===== config.mk =====
export PLATFORM = sky130hd
export DESIGN_NAME = kwd_watchdog
export DESIGN_NICKNAME = d
export VERILOG_FILES = /design/src/rtl/kwd_pkg.sv /design/src/rtl/kwd_prescaler.sv /design/src/rtl/kwd_key_tracker.sv /design/src/rtl/kwd_timeout_counter.sv /design/src/rtl/kwd_ctrl_regs.sv /design/src/rtl/kwd_watchdog.sv
export SDC_FILE = /design/constraint.sdc
export NUM_CORES = 1
export LEC_CHECK = 0
export ABC_AREA = 1
export BUFFER_PORTS_ARGS = -buffer_cell sky130_fd_sc_hd__buf_2
export CORE_MARGIN = 2
export CORE_UTILIZATION = 55
export DETAILED_ROUTE_END_ITERATION = 16
export PLACE_DENSITY = 0.83
export SLEW_MARGIN = 25
export SYNTH_ARGS = -nofsm -noshare
export SYNTH_HDL_FRONTEND = slang
export SYNTH_SLANG_ARGS = --single-unit

===== constraint.sdc =====
create_clock -name clk -period 2 [get_ports clk]
set_input_delay 0.4 -clock clk [delete_from_list [all_inputs] [get_ports clk]]
set_output_delay 0.4 -clock clk [all_outputs]
set_load 0.1 [all_outputs]

===== src/rtl/kwd_pkg.sv =====
package kwd_pkg;
   localparam int unsigned BYTE_W       = 8;
   localparam int unsigned SEL_W        = 2;
   localparam int unsigned NUM_SEL      = 4;
   localparam logic [BYTE_W-1:0] KEY_ARM  = 8'h55;
   localparam logic [BYTE_W-1:0] KEY_FIRE = 8'hAA;
   localparam int unsigned CTL_EN_BIT   = 0;
   localparam int unsigned CTL_SEL_LSB  = 1;
   localparam int unsigned CTL_FLAG_BIT = 7;

   typedef struct packed {
      logic             flag;
      logic [SEL_W-1:0] sel;
      logic             en;
   } ctrl_t;

   typedef enum logic {
      KEY_IDLE  = 1'b0,
      KEY_ARMED = 1'b1
   } key_state_e;

   function automatic logic [BYTE_W-1:0] pack_ctrl(input ctrl_t c);
      logic [BYTE_W-1:0] b;
      b = '0;
      b[CTL_FLAG_BIT]             = c.flag;
      b[CTL_SEL_LSB +: SEL_W]     = c.sel;
      b[CTL_EN_BIT]               = c.en;
      return b;
   endfunction
endpackage


===== src/rtl/kwd_prescaler.sv =====
module kwd_prescaler #(
   parameter int unsigned PRE_LOG2 = 2
) (
   input  logic clk,
   input  logic rst,
   input  logic clr,
   output logic tick
);
   generate
      if (PRE_LOG2 == 0) begin : g_bypass
         assign tick = 1'b1;
      end else begin : g_div
         logic [PRE_LOG2-1:0] pre_q;
         always_ff @(posedge clk or posedge rst) begin
            if (rst)      pre_q <= '0;
            else if (clr) pre_q <= '0;
            else          pre_q <= pre_q + 1'b1;
         end
         // tick marks the last input clock of each prescaled period
         assign tick = &pre_q;
      end
   endgenerate
endmodule


===== src/rtl/kwd_key_tracker.sv =====
module kwd_key_tracker
   import kwd_pkg::*;
(
   input  logic              clk,
   input  logic              rst,
   input  logic              svc_wr,
   input  logic [BYTE_W-1:0] wdata,
   input  logic              drop,
   output logic              armed,
   output logic              kick
);
   key_state_e st_q;

   assign armed = (st_q == KEY_ARMED);
   assign kick  = svc_wr && armed && (wdata == KEY_FIRE);

   always_ff @(posedge clk or posedge rst) begin
      if (rst) begin
         st_q <= KEY_IDLE;
      end else if (svc_wr) begin
         // the first key (re)arms; the second key or any other byte disarms
         st_q <= (wdata == KEY_ARM) ? KEY_ARMED : KEY_IDLE;
      end else if (drop) begin
         st_q <= KEY_IDLE;
      end
   end
endmodule


===== src/rtl/kwd_timeout_counter.sv =====
module kwd_timeout_counter
   import kwd_pkg::*;
#(
   parameter int unsigned TAP_BASE = 15,
   parameter int unsigned TAP_STEP = 2,
   parameter int unsigned CNT_W    = TAP_BASE + (NUM_SEL - 1) * TAP_STEP
) (
   input  logic             clk,
   input  logic             rst,
   input  logic             en,
   input  logic             tick,
   input  logic             kick,
   input  logic [SEL_W-1:0] sel,
   output logic             expire,
   output logic             req,
   output logic [CNT_W-1:0] cnt
);
   logic [CNT_W-1:0] lim_m1 [NUM_SEL];
   logic [CNT_W-1:0] cnt_q;

   generate
      for (genvar s = 0; s < NUM_SEL; s++) begin : g_tap
         localparam int unsigned EXP = TAP_BASE + s * TAP_STEP;
         assign lim_m1[s] = CNT_W'((64'd1 << EXP) - 64'd1);
      end
   endgenerate

   // >= so that a smaller limit selected mid-count fires at the next tick
   assign expire = en && tick && !kick && (cnt_q >= lim_m1[sel]);
   assign cnt    = cnt_q;

   always_ff @(posedge clk or posedge rst) begin
      if (rst) begin
         cnt_q <= '0;
         req   <= 1'b0;
      end else begin
         req <= expire;
         if (!en || kick || expire) cnt_q <= '0;
         else if (tick)             cnt_q <= cnt_q + 1'b1;
      end
   end
endmodule


===== src/rtl/kwd_ctrl_regs.sv =====
module kwd_ctrl_regs
   import kwd_pkg::*;
#(
   parameter bit EN_AT_RESET = 1'b0
) (
   input  logic             clk,
   input  logic             rst,
   input  logic             wr,
   input  logic             wr_en,
   input  logic [SEL_W-1:0] wr_sel,
   input  logic             wr_flag,
   input  logic             set_flag,
   output ctrl_t            ctrl
);
   always_ff @(posedge clk or posedge rst) begin
      if (rst) begin
         ctrl.flag <= 1'b0;
         ctrl.sel  <= '0;
         ctrl.en   <= EN_AT_RESET;
      end else begin
         if (wr) begin
            ctrl.en  <= wr_en;
            ctrl.sel <= wr_sel;
         end
         // a timeout in the same cycle beats a clearing write
         if (set_flag)            ctrl.flag <= 1'b1;
         else if (wr && !wr_flag) ctrl.flag <= 1'b0;
      end
   end
endmodule


===== src/rtl/kwd_watchdog.sv =====
module kwd_watchdog
   import kwd_pkg::*;
#(
   parameter int unsigned       ADDR_W      = 8,
   parameter logic [ADDR_W-1:0] SVC_ADDR    = 'h10,
   parameter logic [ADDR_W-1:0] CTRL_ADDR   = 'h11,
   parameter int unsigned       PRE_LOG2    = 2,
   parameter int unsigned       TAP_BASE    = 15,
   parameter int unsigned       TAP_STEP    = 2,
   parameter bit                EN_AT_RESET = 1'b0
) (
   input  logic              clk,
   input  logic              rst,
   input  logic [ADDR_W-1:0] bus_addr,
   input  logic              bus_wr,
   input  logic              bus_rd,
   input  logic [BYTE_W-1:0] bus_wdata,
   output logic [BYTE_W-1:0] bus_rdata,
   output logic              rst_req
);
   localparam int unsigned CNT_W = TAP_BASE + (NUM_SEL - 1) * TAP_STEP;

   generate
      if (TAP_BASE == 0) begin : g_err_base
         $error("kwd_watchdog: TAP_BASE must be at least 1");
      end
      if (TAP_STEP == 0) begin : g_err_step
         $error("kwd_watchdog: TAP_STEP must be at least 1");
      end
      if (CNT_W > 62) begin : g_err_width
         $error("kwd_watchdog: longest tap exceeds 62 bits");
      end
      if (PRE_LOG2 > 16) begin : g_err_pre
         $error("kwd_watchdog: PRE_LOG2 above 16 is not supported");
      end
      if (SVC_ADDR == CTRL_ADDR) begin : g_err_addr
         $error("kwd_watchdog: service and control addresses collide");
      end
   endgenerate

   logic             svc_wr;
   logic             ctrl_wr;
   logic             key_armed;
   logic             key_kick;
   logic             tick;
   logic             expire;
   logic [CNT_W-1:0] tmo_cnt;
   ctrl_t            ctrl;

   assign svc_wr  = bus_wr && (bus_addr == SVC_ADDR);
   assign ctrl_wr = bus_wr && (bus_addr == CTRL_ADDR);

   kwd_prescaler #(.PRE_LOG2(PRE_LOG2)) u_pre (
      .clk  (clk),
      .rst  (rst),
      .clr  (!ctrl.en || key_kick || expire),
      .tick (tick)
   );

   kwd_key_tracker u_keys (
      .clk    (clk),
      .rst    (rst),
      .svc_wr (svc_wr),
      .wdata  (bus_wdata),
      .drop   (expire),
      .armed  (key_armed),
      .kick   (key_kick)
   );

   kwd_timeout_counter #(
      .TAP_BASE (TAP_BASE),
      .TAP_STEP (TAP_STEP),
      .CNT_W    (CNT_W)
   ) u_cnt (
      .clk    (clk),
      .rst    (rst),
      .en     (ctrl.en),
      .tick   (tick),
      .kick   (key_kick),
      .sel    (ctrl.sel),
      .expire (expire),
      .req    (rst_req),
      .cnt    (tmo_cnt)
   );

   kwd_ctrl_regs #(.EN_AT_RESET(EN_AT_RESET)) u_regs (
      .clk      (clk),
      .rst      (rst),
      .wr       (ctrl_wr),
      .wr_en    (bus_wdata[CTL_EN_BIT]),
      .wr_sel   (bus_wdata[CTL_SEL_LSB +: SEL_W]),
      .wr_flag  (bus_wdata[CTL_FLAG_BIT]),
      .set_flag (expire),
      .ctrl     (ctrl)
   );

   // the service register is write-only and reads back as zero
   always_comb begin
      bus_rdata = '0;
      if (bus_rd && (bus_addr == CTRL_ADDR)) bus_rdata = pack_ctrl(ctrl);
   end
endmodule


==> metrics, run 1 <==
Register Area roughly 730 sq um; Setup crit start kind register; CP Max Fanout 17; first-pass GRT wire length between 7000 and 8000 microns; H-tree depth 2; multi-input logic area 1050 sq um; minimum clock period 1840 ps; sequential-to-total area share from yosys stat 37.2%; Worst path max stage delay about 440 ps; period utilisation layout 92.0%; Core ar. 3360 sq um; Die Wd roughly 64 microns; Crit path arrival time about 2100 ps; Avg WL per Cell between 10 and 15 microns; Post-Syn Area between 1500 and 2000 sq um; dpl hpwl roughly 3400 microns; layout net count around 350; GP Congestion 0.904; Pre-antenna DRT Iters 5; Synth Instances between 200 and 300; Max VDD drop slightly above 700 uV; ANT nets after route 0; top cell type's share of synthesized area 37.2%; PwrDens 698 nW/um^2; Die Height 63.6 microns; Leakage around 1.2 nW; Port Buf Inserts 24; Final setup viols 0; Slowest cell on crit path dfrtp_1; # diodes 0; DRC 0; Hold Path Class in2async; total power between 0.0015 and 0.002 W; Synth area leaders dfrtp_1, nand2_1, nor2_1, inv_1, nand3_1; CP cell instances ha_1 > nand2_1 > nor2_1 > nand4_1 > nor2_1 > nor2_1 > nand2_1 > nand2_2 > nand2_8 > nor2_1; initial antenna violation count 0; syn_area_per_cell 6.73 sq um; Worst-path clk slew roughly 110 ps; number of max-cap violations 0; # IOs 29; status completed; Starting Density between 50% and 60%; vias per cell between 5 and 6; remaining global-route overflow 0; FMAX roughly 540 MHz; DRT Wirelength 4350 microns; Final Slew Violations 0; Hold Fails Final Rpt 0; warnings from Yosys 0; vias in the first global route 1,765; Inserted Clock Buffers 5; DR iter-0 viols between 150 and 200; ratio of cells with drive above 1 in the final layout between 10% and 20%; unique cell type count in the Yosys netlist 23; CTS Hold Bufs 0; design area roughly 2300 sq um; largest net degree at the start of global routing 30; clock sink count 29; Bufs on Longest Clock Path 2; Rows 21; Finished Layout Cells around 370; GRT Overall Usage a little under a quarter; crit end category register; RSZ-0062 raised after global routing no; Via Count approximately 1,900; worst setup path category reg2reg; CTS root buffer clkbuf_4; critical path data required time approximately 2200 ps; CTS tree done; fillers 319; Yosys reg bits 29; later-pin clock latency in the skew report around 360 ps; placed insts between 300 and 400; Top cell by count, worst path nor2_1; placed cell area 2200 sq um; synth-to-layout area growth 18.1%; area leader, netlist dfrtp_1; die area 4040 sq um; final setup skew 14.9 ps
[placed cells by master (no fill, tap or decap), types with 2 or more instances in the layout]
cell type and count:
a21oi_1 4, buf_12 5, buf_2 20, buf_4 4
clkbuf_4 5, conb_1 4, dfrtp_1 29, ha_1 6
inv_1 39, inv_2 2, nand2_1 78, nand2_2 2
nand3_1 26, nand4_1 12, nor2_1 50, nor2_2 9
nor3_1 2, o21ai_0 8, xor2_1 9
[final cells by class]
| cell class | instances | area share (%) |
|---|---|---|
| clock buffers | 6 | 2.22 |
| inverters | 41 | 6.67 |
| clock inverters | 2 | 1.63 |
| well taps | 46 | 2.50 |
| flip-flops and latches | 29 | 31.5 |
| repair buffers | 29 | 9.98 |
| multi-input cells | 216 | 45.5 |
[cell usage after synthesis, drive strengths merged]
| master | count |
|---|---|
| nand2 | 81 |
| nor2 | 59 |
| inv | 41 |
| dfrtp | 29 |
| nand3 | 26 |
| nand4 | 12 |
| xor2 | 9 |
| o21ai | 8 |
| buf | 7 |
| ha | 6 |
| a21oi | 4 |
| nor3 | 2 |
| and3 | 1 |
| conb | 1 |
| nand3b | 1 |
| nor4 | 1 |
| o21bai | 1 |
| xnor2 | 1 |
[routing by layer]
| metal | vias to the layer above | track usage (%) | share of wire (%) |
|---|---|---|---|
| met5 | - | 0 | 0 |
| met4 | 0 | 8.70 | 1.7 |
| met3 | 11 | 5.71 | 5.6 |
| met2 | 58 | 37.9 | 48 |
| met1 | 848 | 29.7 | 45 |
| li1 | 974 | - | - |
[registers in the layout, indices dropped and copies added, names as in the netlist]
register and cells:
u_regs.ctrl 4, u_keys.armed 1, u_cnt.cnt 21, u_cnt.req 1, u_pre.g_div.pre_q 2
[logic make-up after synthesis]
| group | count (synthesis) | synth area share (%) |
|---|---|---|
| adders and majority gates | 6 | 3.84 |
| and+or+nand+nor | 183 | 40.1 |
| xor gates and xnor gates | 10 | 4.48 |
| other | 1 | 0.192 |
| DFF | 29 | 37.2 |
| buffers and inverters | 48 | 10.8 |
| AOI/OAI and AO/OA | 13 | 3.46 |
[worst max-delay path: cells and delay by family (launching register included)]
kind                     cells  cell delay (ps)
adder cells (fa/ha/maj)      1              320
flip-flops                   1              440
AND/OR/NAND/NOR              9              970
[metrics by stage]
stage / utilization (%) / setup WS (ps) / setup TNS (ps) / hold slack [ps]
after global placement: 65.4 / 108 / 0 / 422
after floorplan: - / -117 / -466 / 408
after global routing: 68.6 / 7.79 / 0 / 137
after CTS: 68.0 / 86.8 / 0 / 112
after detailed placement: 65.4 / 89.0 / 0 / 424
final: 68.6 / 160 / 0 / 96.2
[final timing paths]
check | slack [ps] | endpoint | depth (start not counted) | start
max | 160 | u_cnt.cnt[16] | 10 | u_cnt.cnt[20]
min | 100 | u_cnt.cnt[3] | 3 | rst
max reg2reg | 160 | u_cnt.cnt[16] | 10 | u_cnt.cnt[20]
min reg2reg | 440 | u_pre.g_div.pre_q[0] | 1 | u_pre.g_div.pre_q[0]
max in group asynchronous | 1620 | u_cnt.cnt[14] | 3 | rst
min in group clk | 300 | u_keys.armed | 4 | bus_wdata[3]
[repair_timing]
item	4_1_cts	5_1_grt
resized for setup	0	2
endpoints found under the setup margin	0	17
buffers inserted	0	1
[report_power, final]
| part | total (W) | internal, W | leakage [nW] | switching [W] |
|---|---|---|---|---|
| sequential | 0.000691 | 0.000647 | 0.374 | 0.0000446 |
| clock | 0.000532 | 0.000297 | 0.0445 | 0.000235 |
| combinational | 0.000387 | 0.000133 | 0.817 | 0.000254 |
| total | 0.00161 | 0.00108 | 1.24 | 0.000534 |
(Power assumes the default switching activity.)
==> inputs of run 2 (changes only) <==
--- a/config.mk
+++ b/config.mk
@@ -6,11 +6,12 @@
 export NUM_CORES = 1
 export LEC_CHECK = 0
 export ABC_AREA = 1
-export BUFFER_PORTS_ARGS = -buffer_cell sky130_fd_sc_hd__buf_2
+export BUFFER_PORTS_ARGS = -buffer_cell sky130_fd_sc_hd__buf_4
 export CORE_MARGIN = 2
-export CORE_UTILIZATION = 55
+export CORE_UTILIZATION = 51
 export DETAILED_ROUTE_END_ITERATION = 16
-export PLACE_DENSITY = 0.83
+export PLACE_DENSITY = 0.79
+export SKIP_CTS_REPAIR_TIMING = 1
 export SLEW_MARGIN = 25
 export SYNTH_ARGS = -nofsm -noshare
 export SYNTH_HDL_FRONTEND = slang
==> run 2 against run 1 <==
Compared with the run above:
- wire length is 0.67% lower
- clock-buffer cell count is 1 higher
- flip-flop and latch count stayed put
- largest power group unchanged
==> metrics, run 2 (same netlist as run 1, synthesis figures left out) <==
status completed (unchanged); largest net degree at the start of global routing 30 (unchanged); Hold Fails Final Rpt 0 (unchanged); Final setup viols 0 (unchanged); number of max-cap violations 0 (unchanged); number of flip-flops in the largest register 21 (unchanged); crit end category primary output (was register); gr busiest metal met2 (unchanged); Crit path arrival time 1490 ps (was 2080 ps); placed insts 363 (was 360); # diodes 0 (unchanged); CTS tree done (unchanged); M2 GR Usage 34.7% (was 37.9%); Bufs on Longest Clock Path 2 (unchanged); CTS root buffer clkbuf_8 (was clkbuf_4); DRC 0 (unchanged); Final TNS setup 0 ps (unchanged); CP Max Fanout 4 (was 17); Leakage 1.27 nW (was 1.24 nW); leading cell type in the layout, fill and taps excluded nand2_1 (unchanged); Max VDD drop 605 uV (was 705 uV); worst setup path category in2out (was reg2reg); remaining global-route overflow 0 (unchanged); Hold Path Class in2async (unchanged); Starting Density 53.3% (was 58.1%); minimum clock period 1890 ps (was 1840 ps); dpl hpwl 3190 microns (was 3350 microns); DRT Wirelength 4320 microns (was 4350 microns); DR iter-0 viols 114 (was 172); Rows 22 (was 21); commonest non-fill, non-tap cells in the layout nand2_1, nor2_1, inv_1, dfrtp_1, nand3_1 (unchanged); critical path data required time 1600 ps (was 2240 ps); final setup skew 8.07 ps (was 14.9 ps); first-pass GRT wire length 7300 microns (was 7350 microns); PwrDens 695 nW/um^2 (was 698 nW/um^2); # IOs 29 (unchanged); FMAX 528 MHz (was 543 MHz); vias per cell 5.10 (was 5.12); clock sink count 29 (unchanged); dpl ws 76.0 ps (was 89.0 ps); vias in the first global route 1,688 (was 1,765); ANT nets after route 0 (unchanged); Pre-antenna DRT Iters 6 (was 5); total power 0.00163 W (was 0.00161 W); Via Count 1,898 (was 1,891); M1 GR Usage 29.2% (was 29.7%); GRT Overall Usage 21.6% (was 23.2%); Die Wd 65.9 microns (was 63.6 microns); H-tree depth 2 (unchanged); Final Slew Violations 0 (unchanged); hold_ws 181 ps (was 96.2 ps); setup ws final 106 ps (was 160 ps); Port Buf Inserts 24 (unchanged); period utilisation layout 94.7% (was 92.0%); Setup crit start kind input port (was register); met3 Resource Use GR 4.60% (was 5.71%); Worst-path clk slew 70 ps (was 110 ps); Avg WL per Cell 11.6 microns (was 11.8 microns); Finished Layout Cells 372 (was 369); synth-to-layout area growth 19.9% (was 18.1%); Inserted Clock Buffers 5 (unchanged); RSZ-0062 raised after global routing yes (was no); Die Height 65.9 microns (was 63.6 microns); layout net count 349 (was 348); GP Congestion 0.879 (was 0.904); later-pin clock latency in the skew report 280 ps (was 360 ps); initial antenna violation count 0 (unchanged); Core ar. 3660 sq um (was 3360 sq um); die area 4340 sq um (was 4040 sq um); ratio of cells with drive above 1 in the final layout 16.4% (was 15.8%)
==> run 2: cell types whose count changed in the layout (fill, tap and decap cells not counted), sizes merged <==
cell      before  now
clkinvlp       1    0
nand2         81   82
bufinv         1    0
clkbuf         6    7
clkinv         0    1
==> run 2: through the flow <==
stage / utilization, % / instance area, sq um
after floorplan: - / 1970
after global placement: 60.0 / 2200
after detailed placement: 60.0 / 2200
after CTS: 62.7 / 2300
after global routing: 64.0 / 2340
final: 64.0 / 2340
==> run 2: final cells by class <==
| type | count | area (sq um) |
|---|---|---|
| clock buffers | 7 | 96.3 |
| repair buffers | 29 | 233 |
| clock inverters | 1 | 5.00 |
| fillers | 329 | 1320 |
| inverters | 41 | 154 |
| multi-input cells | 217 | 1070 |
| well taps | 48 | 60.1 |
| flip-flops and latches | 29 | 726 |
==> run 2: path summary, 6_finish.rpt <==
check | to | slack, ps | cells past startpoint | from
worst max-delay path | bus_rdata[2] | 110 | 7 | bus_addr[3]
worst min-delay path | u_cnt.cnt[3] | 180 | 3 | rst
worst max register to register | u_cnt.cnt[19] | 180 | 11 | u_regs.ctrl[2]
worst min register to register | u_pre.g_div.pre_q[0] | 440 | 1 | u_pre.g_div.pre_q[0]
max in group asynchronous | u_cnt.cnt[16] | 1540 | 3 | rst
min in group clk | u_regs.ctrl[1] | 350 | 3 | bus_wdata[1]
==> run 2: critical path, stage by stage <==
cell and delay, ps:
buf_4 110, nor2_1 130, nand3_1 120, inv_1 70
nand4_1 230, nor2_2 190, buf_6 240
==> run 2: where the power goes <==
group | internal [W] | switching, W | total, W
Sequential | 0.000648 | 0.0000469 | 0.000695
Combinational | 0.000133 | 0.000264 | 0.000397
Clock | 0.000310 | 0.000225 | 0.000535
==> run 2: routing by layer <==
layer	up-vias	wire [microns]
li1	972	-
met3	6	214
met5	-	0
met1	881	1940
met4	0	69
met2	39	2100
